`src/rtl/bsc_pkg.sv`:
```
package bsc_pkg;

    localparam int unsigned WORD_W    = 32;
    localparam int unsigned REG_AW    = 13;
    localparam int unsigned SEL_BIT   = 12;

    localparam logic [11:0] OFS_CNT   = 12'h010;
    localparam logic [11:0] OFS_SIZE  = 12'h014;
    localparam logic [11:0] OFS_SADR  = 12'h018;
    localparam logic [11:0] OFS_SDAT  = 12'h01C;
    localparam logic [11:0] OFS_STAT  = 12'h020;

    typedef enum logic [2:0] {
        RID_NONE,
        RID_CNT,
        RID_SIZE,
        RID_SADR,
        RID_SDAT,
        RID_STAT
    } reg_id_t;

    // bit 1 = address sequence error, bit 0 = data sequence error
    typedef struct packed {
        logic adr_err;
        logic dat_err;
    } err_flags_t;

    typedef struct packed {
        logic              vld;
        logic [WORD_W-1:0] adr;
        logic [WORD_W-1:0] dat;
    } beat_t;

    function automatic logic [WORD_W-1:0] rotl1(logic [WORD_W-1:0] v);
        return {v[WORD_W-2:0], v[WORD_W-1]};
    endfunction

    function automatic reg_id_t reg_decode(logic [REG_AW-1:0] a);
        reg_id_t id;
        id = RID_NONE;
        if (a[SEL_BIT]) begin
            case (a[11:0])
                OFS_CNT:  id = RID_CNT;
                OFS_SIZE: id = RID_SIZE;
                OFS_SADR: id = RID_SADR;
                OFS_SDAT: id = RID_SDAT;
                OFS_STAT: id = RID_STAT;
                default:  id = RID_NONE;
            endcase
        end
        return id;
    endfunction

endpackage

```
`src/rtl/bsc_regs.sv`:
```
module bsc_regs
    import bsc_pkg::*;
#(
    parameter int unsigned SIZE_W = 11,
    parameter int unsigned CNT_W  = 16
) (
    input  logic                clk,
    input  logic                rst,
    input  logic                bus_cyc,
    input  logic                bus_stb,
    input  logic                bus_we,
    input  logic [REG_AW-1:0]   bus_adr,
    input  logic [WORD_W-1:0]   bus_wdat,
    output logic                bus_ack,
    output logic [WORD_W-1:0]   bus_rdat,
    input  err_flags_t          err_set,
    input  logic                burst_done,
    output logic [WORD_W-1:0]   start_adr,
    output logic [WORD_W-1:0]   start_dat,
    output logic [SIZE_W-1:0]   test_size
);

    localparam int unsigned SIZE_PAD = WORD_W - SIZE_W;
    localparam int unsigned CNT_PAD  = WORD_W - CNT_W;

    reg_id_t            rid;
    logic               acc, wr, all_ones, clr_stat, clr_cnt;
    logic [1:0]         stat_q;
    logic [CNT_W-1:0]   cnt_q;
    logic [WORD_W-1:0]  rd_val;

    assign acc      = bus_cyc & bus_stb;
    assign wr       = acc & bus_we;
    assign rid      = reg_decode(bus_adr);
    assign all_ones = &bus_wdat;
    assign clr_stat = wr & (rid == RID_STAT) & all_ones;
    assign clr_cnt  = wr & (rid == RID_CNT)  & all_ones;

    always_comb begin
        case (rid)
            RID_CNT:  rd_val = {{CNT_PAD{1'b0}}, cnt_q};
            RID_SIZE: rd_val = {{SIZE_PAD{1'b0}}, test_size};
            RID_SADR: rd_val = start_adr;
            RID_SDAT: rd_val = start_dat;
            RID_STAT: rd_val = {{(WORD_W-2){1'b0}}, stat_q};
            default:  rd_val = '0;
        endcase
    end

    always_ff @(posedge clk) begin
        if (rst) begin
            bus_ack   <= 1'b0;
            bus_rdat  <= '0;
            start_adr <= '0;
            start_dat <= '0;
            test_size <= '0;
            stat_q    <= '0;
            cnt_q     <= '0;
        end else begin
            bus_ack  <= acc;
            bus_rdat <= (acc && !bus_we) ? rd_val : '0;
            if (wr && rid == RID_SADR) start_adr <= bus_wdat;
            if (wr && rid == RID_SDAT) start_dat <= bus_wdat;
            if (wr && rid == RID_SIZE) test_size <= bus_wdat[SIZE_W-1:0];
            stat_q <= (clr_stat ? 2'b00 : stat_q) | err_set;
            if (clr_cnt)         cnt_q <= '0;
            else if (burst_done) cnt_q <= cnt_q + 1'b1;
        end
    end

    // flags persist unless cleared by an all-ones write
    p_adr_flag_sticky_r6: assert property (@(posedge clk) disable iff (rst)
        (stat_q[1] && !clr_stat) |=> stat_q[1]);
    p_dat_flag_sticky_r6: assert property (@(posedge clk) disable iff (rst)
        (stat_q[0] && !clr_stat) |=> stat_q[0]);
    // counter moves only on a finished burst or a clear
    p_cnt_hold_r7: assert property (@(posedge clk) disable iff (rst)
        (!clr_cnt && !burst_done) |=> $stable(cnt_q));
    // acknowledge only answers a request of the previous cycle
    p_ack_follows_req_r2: assert property (@(posedge clk) disable iff (rst)
        bus_ack |-> $past(bus_cyc && bus_stb));

endmodule

```
`config.mk`:
```
export PLATFORM = sky130hd
export DESIGN_NAME = bsc_regs
export DESIGN_NICKNAME = d
export VERILOG_FILES = /design/src/rtl/bsc_pkg.sv /design/src/rtl/bsc_regs.sv
export SDC_FILE = /design/constraint.sdc
export NUM_CORES = 1
export LEC_CHECK = 0
export ABC_AREA = 1
export BUFFER_PORTS_ARGS = -buffer_cell sky130_fd_sc_hd__buf_2
export CAP_MARGIN = 10
export CORE_ASPECT_RATIO = 2
export CORE_UTILIZATION = 35
export DETAILED_ROUTE_END_ITERATION = 10
export SYNTH_ARGS = -nofsm -noshare
export SYNTH_HDL_FRONTEND = slang
export SYNTH_SLANG_ARGS = --single-unit
```
`constraint.sdc`:
```
create_clock -name clk -period 1.45 [get_ports clk]
set_clock_uncertainty 0.05 [all_clocks]
set_input_delay 0.145 -clock clk [delete_from_list [all_inputs] [get_ports clk]]
set_output_delay 0.145 -clock clk [all_outputs]
set_load 0.02 [all_outputs]
```
# Word-level counts from Yosys, hierarchy flattened
# Index checks and enable logic that the tools add are counted.
op_classes:
  muxes: 4
  add_sub_neg: 1
  eq_ne: 10
  bitwise_logic: 8
  reduce_logical: 8
op_table:
  columns: ["cell", "n"]
  rows:
  - ["$pmux 32 s5", 1]
  - ["$eq 12x5->1 const B", 4]
  - ["$reduce_and 32->1", 1]
  - ["$add 16x1->16 const B", 1]
  - ["$pmux 3 s5", 1]
  - ["$eq 12x6->1 const B", 1]
  - ["$and 1x1->1", 6]
  - ["$eq 3x2->1 const B", 2]
  - ["$eq 3x3->1 const B", 2]
  - ["$logic_and 1x1->1", 4]
  - ["$reduce_or 2->1", 2]
  - ["$eq 3x1->1 const B", 1]
  - ["$mux 3", 1]
  - ["$mux 2", 1]
  - ["$or 2x2->2", 1]
  - ["$logic_not 1->1", 1]
  - ["$not 1->1", 1]
totals:
  reg_bits: 126
  inputBits: 53
  output_inout_bits: 108

# Longest topological paths before layout
# Gate-level depths: netlist (run 1).
logic_depth:
  word_depth: 8
  mapped_depth: 14

# Least setup slack after synthesis (run 1)
# Ideal clock, no wire load.
synth_path:
  path_type: "register to register"
  from: "register cnt_q[0]"
  to: "register cnt_q[14]"
  arrival_ns: 1.460
  stages_incl_launch_ff: 10
  setup_slack_ns: -0.174
  n_path_buf: 0
  synth_period_minus_slack_ns: 1.624
  cell_sequence: "dfxtp_1 > ha_1 > nand2_1 > nor2_1 > nand3_1 > nor2_1 > nand2_1 > nor3_1 > and2_1 > nor3_1"
synth_via:
  elab_chain_len: 1
synth_lines:
  columns: ["element", "line", "rtl"]
  rows:
  - ["start: declaration", "bsc_regs.sv:29", "logic [CNT_W-1:0] cnt_q;"]
  - ["start signal: assignment", "bsc_regs.sv:67", "else if (burst_done) cnt_q <= cnt_q + 1'b1;"]
  - ["$add 16x1->16", "bsc_regs.sv:67", null]
# Every way passes these cells.
# A chain may end at the register's enable or synchronous reset.

# Final worst setup path (run 1)
layout_path:
  from: "register cnt_q[1]"
  to: "register cnt_q[14]"
# Same word-level chain as after synthesis.

==> results of run 1 <==
==> where the power goes <==
part / switching, mW / total, mW / internal [mW]
clock: 1.55 / 4.16 / 2.61
combinational: 0.188 / 0.371 / 0.183
sequential: 0.00968 / 3.48 / 3.47
==> metal layers <==
layer,vias to the layer above,global-route usage (%),routed length [um]
met1,2594,22.8,6340
met3,39,4.46,650
met2,154,44.6,10200
met4,0,11.9,633
li1,2828,-,-
met5,-,0,0
==> worst max-delay path: stages (launching register included) <==
cell and delay, ns:
dfxtp_4 0.37, ha_4 0.15, nand2_4 0.05, nor2_4 0.11, nand3_4 0.10, nor2_4 0.12
nand2_2 0.10, nor3_4 0.18, and2_1 0.15, nor3_1 0.04
==> logic make-up (layout without fill, tap and decap cells) <==
logic type      after synthesis  in the layout  synth area share [%]
buf+inv                     139            406                  10.8
compound gates              154            154                  15.2
simple gates                301            301                  24.4
flops                       126            126                  48.4
xor+xnor                      5              5                 0.840
fa+ha+maj                     1              1                 0.240
mux                           1              1                 0.192
==> layout make-up <==
class | instances | area (um2) | share of cell area (%)
Tap cell | 192 | 240 | 3.03
Timing Repair Buffer | 270 | 1860 | 23.4
Clock buffer | 21 | 460 | 5.81
Multi-Input combinational cell | 462 | 2320 | 29.3
Inverter | 105 | 400 | 5.05
Sequential cell | 126 | 2530 | 31.9
Clock inverter | 10 | 115 | 1.45
==> through the flow <==
step                      utilization (%)  total power [mW]  cells
after detailed placement             47.2              3.87   1121
after CTS                            53.3              8.06   1178
after global routing                 55.0              8.27   1186
after floorplan                         -              3.67    727
after global placement               47.2              3.86   1121
final                                55.0              8.01   1186
==> worst min path at each step <==
stage                      from           end  depth (start not counted)
finish              bus_wdat[4]  start_dat[4]                          3
floorplan                   rst       bus_ack                          1
detailed placement   err_set[0]     stat_q[0]                          3
CTS                 bus_wdat[4]  start_dat[4]                          3
global placement     err_set[0]     stat_q[0]                          3
global route        bus_wdat[4]  test_size[4]                          3
==> sequential cells by signal, summed over array words and instances (netlist names) <==
| name | cells |
|---|---|
| bus_rdat | 32 |
| start_adr | 32 |
| start_dat | 32 |
| cnt_q | 16 |
| test_size | 11 |
| stat_q | 2 |
| bus_ack | 1 |
==> cell usage after synthesis (3+ instances only) <==
| master | count | share of area [%] |
|---|---|---|
| a21oi_1 | 93 | 8.9 |
| buf_2 | 18 | 1.7 |
| clkbuf_1 | 13 | 0.94 |
| dfxtp_1 | 126 | 48 |
| inv_1 | 100 | 7.2 |
| inv_2 | 3 | 0.22 |
| nand2_1 | 171 | 12 |
| nand2_2 | 4 | 0.48 |
| nand3_1 | 7 | 0.67 |
| nand4_1 | 21 | 2.5 |
| nor2_1 | 75 | 5.4 |
| nor3_1 | 14 | 1.3 |
| o21ai_0 | 44 | 4.2 |
| o21ai_1 | 12 | 1.2 |
| xor2_1 | 5 | 0.84 |
==> repair_timing <==
action / in CTS / in global routing
setup buffers: 7 / 5
gates resized for setup: 14 / 28
pin swaps: 16 / 8
hold buffers: 20 / 0
endpoints found under the hold margin: 36 / 0
setup endpoints to repair: 7 / 75
cloned: 0 / 4
==> impl_metrics.yaml, run 1 <==
outcome:
  run_status: "complete, but fails checks"
  violations: "negative setup slack"
synth:
  avgSynthCellArea_um2: 7.17
  synth-edff-count: 0
  synth_nets: 781
  netlist_instances: 727
  ys.warnings.count: 0
  synth_flop_cell: "dfxtp_1"
  seq_area_frac_synth_pct: 48.4
  syn_area_um2: 5210
  synth_seq_cells: 126
  ys_types: 32
  synthArstFlopShare_pct: 0
sta:
  max_slew_margin_pct: 74.9
  finalCriticalPeriod_ns: 1.53
  rsz0062_at_grt: "true"
  final_max_slew_viol_count: 0
  hold_slack_ns: 0.0142
  layout_setup_ws_ns: -0.0778
  fmax_mhz: 655
  final-hold-violation-count: 0
  fin_crit_sh_pct: 105
  worstMarginPinSlew_ns: 0.374
  setup_viol: 4
  tns_ns: -0.171
global_routing:
  grt_max_degree: 36
  antenna_found_initial: 0
  track_usage_pct: 23.5
  grt_pass1_vias: 5554
  grt_pass1_wl_um: 27100
  grt-ovfl-total: 0
die:
  die_w_um: 88.3
  die_h_um: 175
  die_area_um2: 15400
  num_rows: 62
  io-pin-count: 161
  core-area_um2: 14400
  initial_utilization_pct: 36.1
clocking:
  cts.htree.levels: 4
  clock_latency_ns: 0.41
  clockRootBuffer: "clkbuf_16"
  cts_tree: "yes"
  cts.sinks: 126
  clk_pin_slew_worst_paths_ns: 0.06
  clk_path_buf_depth: 2
  cts_inserted_buffers: 17
setup_path:
  endpoint_kind: "flop"
  start_kind: "flop"
  worstSetupEndpoint: "cnt_q[14]"
  reg2reg_to: "cnt_q[14]"
  r2r_slack_ns: -0.08
  timing.rr.start: "cnt_q[1]"
  critical_path_required_ns: 1.70
  startpoint: "cnt_q[1]"
  cp_max_fo: 4
  critPathKind: "reg2reg"
  ff2ff_path_depth: 9
  crit_arrival_ns: 1.78
place:
  port_buffers: 160
  pre_cts_ws_ns: -0.278
  placedInstanceArea_um2: 6820
  dp_hpwl_um: 12600
  finalWeightedCongestion: 0.847
finish:
  final_common_cell: "nand2_1"
  drive_above_1_share_pct: 33.3
  syn2layout_area_growth_pct: 52.1
  finalInstanceArea_um2: 7930
  antennaDiodeCount: 0
  mostFrequentLayoutCells: "nand2_1, buf_2, dfxtp_1"
  nNetsFinal: 1036
  fillers: 1429
routing:
  drt_iter0_markers: 122
  viasPerCell: 4.73
  routedWlPerCell_um: 15.0
  drc_errors: 0
  drt-pass1-iter-count: 4
  vias: 5615
  drtAntennaViolNets: 0
  wl_um: 17800
run:
  max_cap_violations: 0
power:
  ir_drop_mv: 0.781
  powerDensity_nw_per_um2: 1010
  leakagePower_nw: 3.94
worst_hold_path:
  holdCritPathClass: "in2reg"
Note: power is estimated with default switching activity, not from simulation.
==> inputs of run 2 (changes only) <==
--- a/config.mk
+++ b/config.mk
@@ -6,11 +6,12 @@
 export NUM_CORES = 1
 export LEC_CHECK = 0
 export ABC_AREA = 1
-export BUFFER_PORTS_ARGS = -buffer_cell sky130_fd_sc_hd__buf_2
 export CAP_MARGIN = 10
 export CORE_ASPECT_RATIO = 2
 export CORE_UTILIZATION = 35
 export DETAILED_ROUTE_END_ITERATION = 10
+export DONT_BUFFER_PORTS = 1
+export HOLD_SLACK_MARGIN = 0.03
 export SYNTH_ARGS = -nofsm -noshare
 export SYNTH_HDL_FRONTEND = slang
 export SYNTH_SLANG_ARGS = --single-unit
==> run 2 against run 1 <==
Effect of this change:
- cell count shrank 12%
- global-route usage increased by 0.22 points
- sequential power barely moved
- maximum frequency is 3.8% higher
- routed wire length down 1.3%
- via count decreased by 9.5%
- the flow still finishes with violations (negative setup slack)
- critical path depth did not move
==> impl_metrics.yaml, run 2 (synthesized netlist as in run 1, its figures left out) <==
place:
  pre_cts_ws_ns: -0.220
  finalWeightedCongestion: 0.850
  dpl.cell_count: 964
  port_buffers: 0
  dp_hpwl_um: 12600
  placedInstanceArea_um2: 6070
clocking:
  cts_tree: "yes"
  cts.sinks: 126
  clockRootBuffer: "clkbuf_16"
  cts.htree.levels: 4
  clk_pin_slew_worst_paths_ns: 0.06
  cts_inserted_buffers: 17
  clock_latency_ns: 0.42
  clk_path_buf_depth: 2
sta:
  layout_setup_ws_ns: -0.0224
  setup_viol: 3
  fin_crit_sh_pct: 102
  max_slew_margin_pct: 76.7
  tns_ns: -0.0332
  fmax_mhz: 679
  final-hold-violation-count: 0
  worstMarginPinSlew_ns: 0.348
  hold_slack_ns: 0.0227
  finalCriticalPeriod_ns: 1.47
  final_max_slew_viol_count: 0
  rsz0062_at_grt: "true"
worst_hold_path:
  hold_path_startpoint: "burst_done"
  holdCritPathClass: "in2reg"
routing:
  viasPerCell: 4.85
  drt-pass1-iter-count: 4
  drtAntennaViolNets: 0
  vias: 5082
  drt_iter0_markers: 200
  wl_um: 17600
  drc_errors: 0
  routedWlPerCell_um: 16.8
finish:
  register_area_um2: 2530
  finish.utilization_pct: 51.0
  syn2layout_area_growth_pct: 41.1
  drive_above_1_share_pct: 20.7
  mostFrequentLayoutCells: "nand2_1, dfxtp_1, inv_1"
  fillers: 1434
  antennaDiodeCount: 0
  nNetsFinal: 897
  finalInstanceArea_um2: 7350
  top_regs: "bus_rdat (32), start_adr (32), start_dat (32)"
  layoutNonFillerInstCount: 1048
  multi_input_comb_area_um2: 2330
  final_common_cell: "nand2_1"
setup_path:
  crit_arrival_ns: 1.73
  timing.rr.start: "cnt_q[0]"
  cp_max_fo: 3
  startpoint: "cnt_q[0]"
  critical_path_required_ns: 1.71
  start_kind: "flop"
  endpoint_kind: "flop"
  critPathKind: "reg2reg"
outcome:
  run_status: "complete, but fails checks"
  violations: "negative setup slack"
power:
  finalPower_mw: 8.18
  ir_drop_mv: 0.754
  leakagePower_nw: 3.21
  powerDensity_nw_per_um2: 1110
die:
  die_h_um: 175
  die_w_um: 88.3
  initial_utilization_pct: 36.1
  num_rows: 62
  die_area_um2: 15400
  core-area_um2: 14400
  io-pin-count: 161
global_routing:
  gr-usage-met1_pct: 22.2
  grt_pass1_vias: 5177
  grt_pass1_wl_um: 27000
  met3_usage_pct: 4.65
  grt-ovfl-total: 0
  busiest_layer: "met2"
  antenna_found_initial: 0
  grt_max_degree: 47
  grt.met2_usage_pct: 45.5
  track_usage_pct: 23.7
run:
  max_cap_violations: 0
run 2: area by class of cell:
class / count / area share (%)
sequential: 126 / 34.4
multi-input combinational: 462 / 31.6
timing repair buffer: 131 / 17.0
clock buffer: 19 / 6.16
inverter: 105 / 5.38
tap: 192 / 3.27
clock inverter: 13 / 2.09
run 2: per-layer routing:
layer,up-vias,wire (um)
met5,-,0
met4,0,646
met3,33,729
met2,151,10100
met1,2367,6140
li1,2531,-
run 2: worst paths after layout:
check,end,slack [ns],cells past startpoint
max reg2reg,cnt_q[14],-0.02,9
max,cnt_q[14],-0.02,9
min,cnt_q[2],0.02,4
min reg2reg,stat_q[1],0.46,2
run 2: repair_timing:
action	CTS	global route
hold endpoints to repair	81	2
gates resized for setup	16	28
pin swaps	17	14
buffers inserted	9	2
hold buffers	39	1
gates cloned	0	1
setup endpoints to repair	7	22
run 2: power breakdown:
group          total, mW  leakage, nW  switching, mW  internal (mW)
combinational      0.324         1.90          0.156          0.167
sequential          3.48         1.02         0.0114           3.47
clock               4.37        0.292           1.71           2.66
run 2: critical path, cell delays in order (launching register included):
cell and delay, ns:
dfxtp_4 0.37, ha_4 0.15, nand2_4 0.05, nor2_4 0.10
nand3_4 0.09, nor2_4 0.15, nand2_2 0.08, nor3_2 0.13
and2_1 0.15, nor3_1 0.04
